===== config.mk =====
export PLATFORM = sky130hd
export DESIGN_NAME = dual_itimer
export DESIGN_NICKNAME = d
export VERILOG_FILES = /design/src/rtl/itimer_pkg.sv /design/src/rtl/itimer_srcsel.sv /design/src/rtl/itimer_chan.sv /design/src/rtl/dual_itimer.sv
export SDC_FILE = /design/constraint.sdc
export NUM_CORES = 1
export LEC_CHECK = 0
export ABC_AREA = 1
export ABC_CLOCK_PERIOD_IN_PS = 2150
export BUFFER_PORTS_ARGS = -buffer_cell sky130_fd_sc_hd__clkbuf_2
export CAP_MARGIN = 40
export CORE_UTILIZATION = 55
export DETAILED_ROUTE_END_ITERATION = 12
export GPL_TIMING_DRIVEN = 0
export PLACE_DENSITY = 0.82
export SLEW_MARGIN = 20
export SYNTH_ARGS = -nofsm -noshare
export SYNTH_HDL_FRONTEND = slang
export SYNTH_HIERARCHICAL = 1
export SYNTH_SLANG_ARGS = --single-unit

===== constraint.sdc =====
create_clock -name clk -period 2.15 [get_ports clk]
set_input_delay 0.3225 -clock clk [delete_from_list [all_inputs] [get_ports clk]]
set_output_delay 0.3225 -clock clk [all_outputs]
set_load 0.01 [all_outputs]

===== src/rtl/itimer_pkg.sv =====
package itimer_pkg;

    // Clock source codes held in each timer's select field
    typedef enum logic [1:0] {
        SRC_TICK_A  = 2'd0,
        SRC_TICK_B  = 2'd1,
        SRC_EXT     = 2'd2,
        SRC_CASCADE = 2'd3
    } itimer_src_e;

endpackage


===== src/rtl/itimer_srcsel.sv =====
module itimer_srcsel
    import itimer_pkg::*;
(
    input  itimer_src_e sel_i,
    input  logic        tick_a_i,
    input  logic        tick_b_i,
    input  logic        tick_ext_i,
    input  logic        casc_i,
    output logic        tick_o
);

    always_comb begin
        unique case (sel_i)
            SRC_TICK_A:  tick_o = tick_a_i;
            SRC_TICK_B:  tick_o = tick_b_i;
            SRC_EXT:     tick_o = tick_ext_i;
            default:     tick_o = casc_i;
        endcase
    end

endmodule


===== src/rtl/itimer_chan.sv =====
module itimer_chan #(
    parameter int CNT_W = 8
) (
    input  logic             clk,
    input  logic             rst_n,
    input  logic [CNT_W-1:0] div_i,
    input  logic             run_i,
    input  logic             tick_i,
    input  logic             clr_i,
    output logic [CNT_W-1:0] cnt_o,
    output logic             flag_o,
    output logic             ufl_o
);

    localparam logic [CNT_W-1:0] ONE = CNT_W'(1);

    typedef struct packed {
        logic [CNT_W-1:0] cnt;
        logic             flag;
    } chan_st_t;

    chan_st_t st_d, st_q;
    logic     ufl;

    always_comb begin
        st_d = st_q;
        ufl  = run_i && tick_i && (st_q.cnt == ONE);
        if (!run_i) begin
            st_d.cnt = div_i;
        end else if (tick_i) begin
            // a zero divider wraps through all-ones, giving 2**CNT_W ticks
            st_d.cnt = ufl ? div_i : st_q.cnt - ONE;
        end
        // underflow wins over a same-cycle acknowledge
        if (ufl) begin
            st_d.flag = 1'b1;
        end else if (clr_i) begin
            st_d.flag = 1'b0;
        end
    end

    always_ff @(posedge clk or negedge rst_n) begin
        if (!rst_n) begin
            st_q <= '0;
        end else begin
            st_q <= st_d;
        end
    end

    assign cnt_o  = st_q.cnt;
    assign flag_o = st_q.flag;
    assign ufl_o  = ufl;

    AST_STOP_PRESET: assert property (@(posedge clk) disable iff (!rst_n)
        !run_i |=> (st_q.cnt == $past(div_i)));
    AST_IDLE_HOLD: assert property (@(posedge clk) disable iff (!rst_n)
        (run_i && !tick_i) |=> $stable(st_q.cnt));
    AST_UFL_RELOAD: assert property (@(posedge clk) disable iff (!rst_n)
        ufl |=> (st_q.cnt == $past(div_i)));
    AST_UFL_WINS: assert property (@(posedge clk) disable iff (!rst_n)
        ufl |=> st_q.flag);
    AST_FLAG_STICKY: assert property (@(posedge clk) disable iff (!rst_n)
        (st_q.flag && !clr_i) |=> st_q.flag);

endmodule


===== src/rtl/dual_itimer.sv =====
module dual_itimer
    import itimer_pkg::*;
#(
    parameter  int N_TMR  = 2,
    parameter  int CNT_W  = 8,
    localparam int FLD_W  = CNT_W + 4,
    localparam int CTRL_W = N_TMR * FLD_W,
    localparam int RD_W   = N_TMR * (CNT_W + 1)
) (
    input  logic              clk,
    input  logic              rst_n,
    input  logic              tick_a,
    input  logic              tick_b,
    input  logic              tick_ext,
    input  logic              wr_en,
    input  logic [CTRL_W-1:0] wr_data,
    input  logic [N_TMR-1:0]  irq_mask,
    output logic [RD_W-1:0]   rd_data,
    output logic [N_TMR-1:0]  irq
);

    localparam int RUN_BIT = CNT_W;
    localparam int SEL_LSB = CNT_W + 1;
    localparam int ACK_BIT = CNT_W + 3;

    typedef struct packed {
        logic [CNT_W-1:0] div;
        logic             run;
        itimer_src_e      sel;
    } cfg_t;

    cfg_t             cfg_d [N_TMR];
    cfg_t             cfg_q [N_TMR];
    logic [N_TMR-1:0] clr;
    logic [N_TMR-1:0] tick;
    logic [N_TMR-1:0] ufl;
    logic [N_TMR-1:0] casc;
    logic [N_TMR-1:0] flag;
    logic [CNT_W-1:0] cnt [N_TMR];

    // next configuration; the acknowledge bit is an action, never stored
    always_comb begin
        for (int i = 0; i < N_TMR; i++) begin
            cfg_d[i] = cfg_q[i];
            clr[i]   = wr_en && wr_data[i*FLD_W + ACK_BIT];
            if (wr_en) begin
                cfg_d[i].div = wr_data[i*FLD_W +: CNT_W];
                cfg_d[i].run = wr_data[i*FLD_W + RUN_BIT];
                cfg_d[i].sel = itimer_src_e'(wr_data[i*FLD_W + SEL_LSB +: 2]);
            end
        end
    end

    always_ff @(posedge clk or negedge rst_n) begin
        if (!rst_n) begin
            for (int i = 0; i < N_TMR; i++) begin
                cfg_q[i] <= '0;
            end
        end else begin
            for (int i = 0; i < N_TMR; i++) begin
                cfg_q[i] <= cfg_d[i];
            end
        end
    end

    for (genvar g = 0; g < N_TMR; g++) begin : g_tmr
        if (g == 0) begin : g_head
            assign casc[g] = 1'b0;
        end else begin : g_link
            assign casc[g] = ufl[g-1];

            AST_CASCADE_STEP: assert property (@(posedge clk) disable iff (!rst_n)
                (cfg_q[g].run && cfg_q[g].sel == SRC_CASCADE && ufl[g-1]
                 && cnt[g] != CNT_W'(1))
                |=> (cnt[g] == $past(cnt[g]) - CNT_W'(1)));
        end

        itimer_srcsel i_srcsel (
            .sel_i      (cfg_q[g].sel),
            .tick_a_i   (tick_a),
            .tick_b_i   (tick_b),
            .tick_ext_i (tick_ext),
            .casc_i     (casc[g]),
            .tick_o     (tick[g])
        );

        itimer_chan #(.CNT_W(CNT_W)) i_chan (
            .clk    (clk),
            .rst_n  (rst_n),
            .div_i  (cfg_q[g].div),
            .run_i  (cfg_q[g].run),
            .tick_i (tick[g]),
            .clr_i  (clr[g]),
            .cnt_o  (cnt[g]),
            .flag_o (flag[g]),
            .ufl_o  (ufl[g])
        );

        assign rd_data[g*CNT_W +: CNT_W]  = cnt[g];
        assign rd_data[N_TMR*CNT_W + g]   = flag[g];
        assign irq[g]                     = flag[g] & irq_mask[g];
    end

endmodule


; ---- Word-level counts from Yosys, hierarchy flattened
; Index checks and enable logic that the tools add are counted.
[classes]
eq_ne = 8
shift = 0
bitwise = 2
reduce_logical = 10
n_mul = 0
div = 0
n_mux = 12
add_sub_neg = 2
n_lt_le_gt_ge = 0
[op_table]
columns = cell, n
row1 = $mux W8, 6
row2 = $eq A8 B1 Y1 const B, 2
row3 = $sub A8 B1 Y8 const B, 2
row4 = $logic_and A1 B1 Y1, 6
row5 = $pmux W1 S3, 2
row6 = $eq A2 B1 Y1 const B, 2
row7 = $eq A2 B2 Y1 const B, 2
row8 = $logic_not A2 Y1, 2
row9 = $mux W1, 4
row10 = $ne A2 B1 Y1 const B, 2
row11 = $reduce_bool A2 Y1, 2
row12 = $and A1 B1 Y1, 2
[totals]
romBits = 0
ff_bits = 40
word_cells = 44
ram_bits = 0
latch_bits = 0
in_bits = 32
n_memories = 0

; ---- Logic depth before layout (Yosys ltp)
; Gate-level depths: netlist of the first run.
[logic_depth]
word_depth = 10
ltp_mapped = 19
mapped_depth_nobuf = 19

; ---- Modules after synthesis
; The synthesis of the first run kept the hierarchy.
[modules_own_cells]
columns = mod, seq_area_each_um2, cells_per_inst, area_each_um2, instances
row1 = itimer_chan, 225.2, 108, 742.0, 2
row2 = dual_itimer, 550.5, 103, 923.4, 1
row3 = itimer_srcsel, 0.0, 13, 51.3, 2

; ---- Worst setup path after synthesis of the first run
; Ideal clock, no wire load.
[synth_timing]
path_kind = register -> register
start = register g_tmr[0].i_chan.st_q, in the netlist g_tmr[0].i_chan/cnt_o[1]
end = register g_tmr[1].i_chan.st_q, in the netlist g_tmr[1].i_chan/cnt_o[0]
arrival_ns = 1.829
synth_period_minus_slack_ns = 1.950
required_ns = 2.029
slack_ns = 0.200
path_stages_with_launch = 18
path_cell_list = dfrtp_1 > inv_1 > ha_1 > nand3_2 > nor2_4 > nand2_4 > inv_1 > inv_1 > nand2_1 > nand3_1 > nand2_1 > nand2_1 > nor2_4 > nand2_4 > nand2_4 > nand2_1 > nand3_2 > o21ai_2
[synth_via]
elab_chain_len = 8
word_cells_on_any_way = 9
classes_between = eq/ne (2) / mux (4) / reduce/logical (3)
[synth_lines]
columns = item, line_no
row1 = start: declaration, itimer_chan.sv:22  ; chan_st_t st_d, st_q;
row2 = start signal: assignment, itimer_chan.sv:46  ; st_q <= st_d;
row3 = $eq A8 B1 Y1 *, itimer_chan.sv:27  ; ufl = run_i && tick_i && (st_q.cnt == ONE);
row4 = $logic_and A1 B1 Y1 *, itimer_chan.sv:27
row5 = via casc[1], dual_itimer.sv:37  ; logic [N_TMR-1:0] casc;
row6 = $pmux W1 S3 *, itimer_srcsel.sv:13  ; unique case (sel_i)
row7 = via tick[1], dual_itimer.sv:35  ; logic [N_TMR-1:0] tick;
row8 = $logic_and A1 B1 Y1 (2 in series), itimer_chan.sv:27
row9 = $mux W8, itimer_chan.sv:32  ; st_d.cnt = ufl ? div_i : st_q.cnt - ONE;
row10 = $mux W8, itimer_chan.sv:30  ; end else if (tick_i) begin
row11 = $mux W8, itimer_chan.sv:28  ; if (!run_i) begin
row12 = end signal: assignment, itimer_chan.sv:46
row13 = end: declaration, itimer_chan.sv:22
; The timed path passes the listed nets; every way through them passes the cells marked *. The select of a mux whose other input is x is not followed.
; A chain may end at the register's enable or synchronous reset.

; ---- Worst setup path after layout of the first run
[layout_timing]
start = register g_tmr[0].i_chan.st_q, in the netlist g_tmr[0].i_chan/cnt_o[1]
end = register g_tmr[1].i_chan.st_q, in the netlist g_tmr[1].i_chan/cnt_o[4]
; Same word-level chain as after synthesis.

==> run_results.csv, run 1 <==
group,metric,value,unit
pwr,power,2.40,mW
global_route,grt_start_max_net_pins,23,
routing,drt-initial-drc-count,194,
synthesis,ys_warn_count,6,
clocking,hold_buffers,0,
routing,routed_wl,5.32,mm
setup_path,r2r_start,"g_tmr[0].i_chan/cnt_o[1]$_DFFE_PN0P_",
global_route,grt_pass1_wl,9.18,mm
setup_path,path_delay_family,"simple AND/OR/NAND/NOR gates",
outcome,status,"complete, but fails checks",
layout,final_layout_size_suffix_gt1_share,32.9,%
global_route,grtUsageTotal,24.0,%
sta,worst_pin_slew,522,ps
setup_path,critPathBufInv,3,
pwr,pwr_density_cell,797,nW/µm²
setup_path,cp.required,2330,ps
layout,areaGrowthSynthToFinish,20.0,%
layout,fin_util,69.1,%
clocking,numCtsBuffers,5,
layout,nets,443,
routing,via_per_inst,4.86,
setup_path,start_kind,"flip-flop",
sta,skew,3.58,ps
placement,placedCellCount,447,
setup_path,crit_arrival,2180,ps
job,drv_cap,0,
setup_path,critical_path.cell_chain,"inv_2, ha_1, nand3_2, nor2_4, nand2_4, inv_1, inv_1, nand2_1, nand3_1, nand2_2, nand2_2, nor2_4, nand2_4, nand2_8, nand2_2, nand3_1, nand2_1",
clocking,clock_latency,290,ps
clocking,cts_buffer_depth,2,
placement,dp_slack,-94.7,ps
synthesis,syn_area_per_cell,7.29,µm²
routing,first_pass_iters,4,
setup_path,cp_slowest_cell,"dfrtp_1",
global_route,grt_pass1_vias,2107,
die,die_area,4830,µm²
outcome,violations,"negative hold slack",
placement,gp_congestion,0.879,
setup_path,worstPathMaxFanout,8,
global_route,grt_antenna_before_repair,0,
sta,finalMaxSlewViolations,0,
pwr,leakage,1.75,nW
global_route,grt_overflow,0,
worst_hold_path,min_path_type,"input port to async pin",
pwr,vdd_drop_max,464,µV
die,coreArea,4350,µm²
synthesis,syn_inst,344,
die,die_x,69.5,µm
layout,antenna_cells,0,
sta,maxSlewHeadroom,65.2,%
sta,period_needed,2000,ps
placement,dp_hpwl,3.92,mm
setup_path,path_common_cell,"nand2_2",
routing,vias,2231,
clocking,cts_root_buf,"clkbuf_8",
sta,fin_crit_sh,93.1,%
synthesis,syn-cell-area,2510,µm²
clocking,cts_tree,"built",
setup_path,reg2reg_depth,17,
routing,drc,0,
sta,fmax,500,MHz
setup_path,reg2reg_slack,150,ps
die,ioPinCount,52,
routing,wire_per_inst,11.6,µm
setup_path,slowest_delay,420,ps
sta,fin_ws,149,ps
placement,io_buffers,50,
routing,ant_nets,0,
clocking,clk_pin_slew,70,ps
clocking,clock_sink_count,40,
setup_path,reg2reg_to,"g_tmr[1].i_chan/cnt_o[4]$_DFFE_PN0P_",
sta,setup_viol,0,
die,die_h,69.5,µm
setup_path,crit_type,"flip-flop to flip-flop",
layout,fin_cells,459,
setup_path,cp-end-kind,"flip-flop",
die,start_util,57.6,%
sta,hold_ws,-6.00,ps
die,fp-row-count,24,
clocking,cts_htree_levels,2,
sta,hold_viol,6,
synthesis,syn_nets,380,
-- worst max path at each step --
stage | start | endpoint | slack [ps] | cells past startpoint
2_1_floorplan | g_tmr[0].i_chan/cnt_o[1]$_DFFE_PN0P_ | g_tmr[1].i_chan/cnt_o[0]$_DFFE_PN0P_ | 210 | 17
3_3_place_gp | tick_b | g_tmr[1].i_chan/cnt_o[4]$_DFFE_PN0P_ | -50 | 20
3_5_place_dp | tick_b | g_tmr[1].i_chan/cnt_o[4]$_DFFE_PN0P_ | -90 | 20
4_1_cts | cfg_q[11]$_DFFE_PN0P_ | g_tmr[1].i_chan/cnt_o[4]$_DFFE_PN0P_ | 60 | 19
5_1_grt | cfg_q[11]$_DFFE_PN0P_ | g_tmr[1].i_chan/cnt_o[4]$_DFFE_PN0P_ | -4 | 19
6_report | g_tmr[0].i_chan/cnt_o[1]$_DFFE_PN0P_ | g_tmr[1].i_chan/cnt_o[4]$_DFFE_PN0P_ | 150 | 17
-- metal layers --
| metal | wire (µm) | track usage (%) | vias up |
|---|---|---|---|
| li1 | - | - | 1165 |
| met1 | 2360 | 31.1 | 965 |
| met2 | 2470 | 39.9 | 90 |
| met3 | 381 | 4.65 | 11 |
| met4 | 103 | 8.62 | 0 |
| met5 | 0 | 0 | - |
-- placed cells by master, fill, tap and decap left out, drive strengths merged --
cell / instances
a21oi: 2
inv: 56
nand3: 40
nor2: 16
o21ai: 10
ha: 4
buf: 15
xnor2: 2
clkinv: 2
dfrtp: 40
nand2: 158
conb: 1
clkbuf: 57
nand4: 4
-- layout make-up --
class,count,area (µm²)
Fill cell,361,1350
Multi-Input combinational cell,237,1210
Sequential cell,40,1000
Timing Repair Buffer,56,315
Inverter,58,223
Clock buffer,7,96.3
Buffer,9,95.1
Tap cell,52,65.1
-- sequential cells by signal (all words and copies together), names as in the netlist --
name / flops
cfg_q: 22
g_tmr.i_chan/cnt_o: 16
g_tmr.i_chan/flag_o: 2
-- power breakdown --
| group | internal (mW) | leakage, nW | switching (mW) | total (mW) |
|---|---|---|---|---|
| Sequential | 0.867 | 0.486 | 0.135 | 1.00 |
| Clock | 0.286 | 0.0503 | 0.253 | 0.539 |
| Combinational | 0.336 | 1.21 | 0.521 | 0.857 |
| Total | 1.49 | 1.75 | 0.909 | 2.40 |
-- per-stage QoR --
step	hold WS (ps)	instance area [µm²]	setup TNS (ps)
final	-6.00	3010	0
after global routing	32.3	3010	-3.99
after CTS	3.46	2960	0
after detailed placement	316	2850	-556
after global placement	455	2820	-141
after floorplan	26.9	2510	0
-- worst register-to-register path, delay by kind of cell, from the launching register on --
family        cells  cell delay, ps
buf+inv           3             170
flops             1             420
fa+ha+maj         1             170
simple gates     13            1140
-- timing repair --
action | 4_1_cts | 5_1_grt
gates resized for setup | 2 | 6
endpoints found under the setup margin | 8 | 8
setup buffers | 1 | 4
pin swaps | 1 | 5
Note: power is estimated with default switching activity, not from simulation.
==> run 2, diff against run 1 <==
Settings changed: RECOVER_POWER set to 100.
==> run_results.csv, run 2 (same netlist as run 1, synthesis figures left out) <==
group,metric,value,unit
sta,skew,4.49,ps
pwr,power,2.36,mW
worst_hold_path,min_path_type,"input port to async pin",
sta,worst_pin_slew,1030,ps
routing,ant_nets,0,
placement,io_buffers,50,
sta,maxSlewHeadroom,31.5,%
global_route,grt_pass1_wl,9.18,mm
clocking,clk_pin_slew,80,ps
sta,setup_tns,0,ps
pwr,vdd_drop_max,463,µV
routing,via_per_inst,4.84,
clocking,numCtsBuffers,5,
sta,setup_viol,0,
clocking,clock_latency,290,ps
global_route,grt_pass1_vias,2107,
die,coreArea,4350,µm²
placement,gp_congestion,0.879,
clocking,cts_tree,"built",
sta,fmax,495,MHz
layout,fin_cells,459,
layout,largest_reg_flops,22,
setup_path,start_kind,"flip-flop",
die,fp-row-count,24,
routing,vias,2222,
sta,period_needed,2020,ps
layout,fillCellCount,380,
layout,area.sequential,1000,µm²
routing,first_pass_iters,4,
global_route,grt_start_max_net_pins,23,
layout,mostFrequentLayoutCell,"nand2_1",
clocking,cts_buffer_depth,2,
setup_path,crit_type,"flip-flop to flip-flop",
layout,areaGrowthSynthToFinish,16.8,%
setup_path,cp.required,2330,ps
layout,antenna_cells,0,
pwr,leakage,1.66,nW
layout,final_layout_size_suffix_gt1_share,25.6,%
pwr,pwr_density_cell,806,nW/µm²
layout,nets,443,
setup_path,crit_arrival,2200,ps
global_route,grtUsageTotal,24.0,%
setup_path,reg2reg_depth,17,
global_route,grt_antenna_before_repair,0,
setup_path,reg2reg_to,"g_tmr[1].i_chan/cnt_o[2]$_DFFE_PN0P_",
sta,finalMaxSlewViolations,0,
setup_path,r2r_start,"g_tmr[0].i_chan/cnt_o[1]$_DFFE_PN0P_",
sta,fin_crit_sh,93.9,%
layout,regMostFlops,"cfg_q",
die,ioPinCount,52,
routing,drc,0,
die,die_x,69.5,µm
global_route,grt_overflow,0,
outcome,status,"completed",
sta,hold_viol,0,
setup_path,reg2reg_slack,130,ps
job,drv_cap,0,
layout,multi_input_area,1180,µm²
layout,fin_util,67.2,%
sta,hold_ws,165,ps
layout,layout_common_cells,"nand2_1, inv_1, dfrtp_1",
routing,routed_wl,5.35,mm
setup_path,cp-end-kind,"flip-flop",
placement,placedCellCount,447,
setup_path,worstPathMaxFanout,8,
die,start_util,57.6,%
clocking,clock_sink_count,40,
routing,wire_per_inst,11.7,µm
placement,dp_hpwl,3.92,mm
clocking,cts_htree_levels,2,
clocking,cts_root_buf,"clkbuf_8",
routing,drt-initial-drc-count,168,
die,die_area,4830,µm²
die,die_h,69.5,µm
run 2: cell types whose count changed in the layout (fill, tap and decap cells not counted), moves of 5 or more:
| cell | before | now |
|---|---|---|
| nand3_1 | 32 | 37 |
| clkbuf_2 | 50 | 29 |
| clkbuf_1 | 0 | 22 |
| nand3_2 | 8 | 3 |
run 2: worst max path at each step:
| stage | startpoint | to | slack (ps) | depth (start not counted) |
|---|---|---|---|---|
| finish | g_tmr[0].i_chan/cnt_o[1]$_DFFE_PN0P_ | g_tmr[1].i_chan/cnt_o[2]$_DFFE_PN0P_ | 130 | 17 |
| global route | cfg_q[11]$_DFFE_PN0P_ | g_tmr[1].i_chan/cnt_o[2]$_DFFE_PN0P_ | -4 | 19 |
| CTS | cfg_q[11]$_DFFE_PN0P_ | g_tmr[1].i_chan/cnt_o[4]$_DFFE_PN0P_ | 60 | 19 |
| detailed placement | tick_b | g_tmr[1].i_chan/cnt_o[4]$_DFFE_PN0P_ | -90 | 20 |
| global placement | tick_b | g_tmr[1].i_chan/cnt_o[4]$_DFFE_PN0P_ | -50 | 20 |
| floorplan | g_tmr[0].i_chan/cnt_o[1]$_DFFE_PN0P_ | g_tmr[1].i_chan/cnt_o[0]$_DFFE_PN0P_ | 210 | 17 |
run 2: routing by layer:
metal  GRT usage (%)  routed length [µm]  vias to the layer above  part of all wire, %
li1                -                   -                     1164                    -
met1            31.1                2430                      972                   45
met2            39.9                2480                       76                   46
met3            4.65                 359                       10                  6.7
met4            8.62                  85                        0                  1.6
met5               0                   0                        -                    0
run 2: metrics by stage:
stage | setup WS [ps] | cell area (µm²)
after floorplan | 205 | 2510
after global placement | -47.9 | 2820
after detailed placement | -94.7 | 2850
after CTS | 55.3 | 2960
after global routing | -4.15 | 2930
final | 132 | 2930
run 2: critical path: stages, from the launching register on:
cell and delay, ps:
dfrtp_1 420, inv_2 90, ha_1 170, nand3_2 100, nor2_4 150, nand2_4 60
inv_1 50, inv_1 30, nand2_1 40, nand3_1 90, nand2_2 120, nand2_2 80
nor2_4 110, nand2_4 110, nand2_8 100, nand2_1 50, nand3_1 80, o21ai_2 60
run 2: final cells by class:
type,instances,area share (%)
plain buffers,9,3.25
inverters,58,7.61
clock buffers,7,3.29
well taps,52,2.22
flip-flops and latches,40,34.2
multi-input cells,237,40.2
repair buffers,56,9.23
run 2: power by group:
group	switching (mW)	total [mW]	internal, mW
clock	0.256	0.542	0.286
sequential	0.135	1.00	0.867
combinational	0.511	0.816	0.305
run 2: repair_timing:
item	in CTS	in global routing
pin swaps	1	5
setup buffers	1	4
setup endpoints to repair	8	8
hold buffers	0	0
resized for setup	2	6
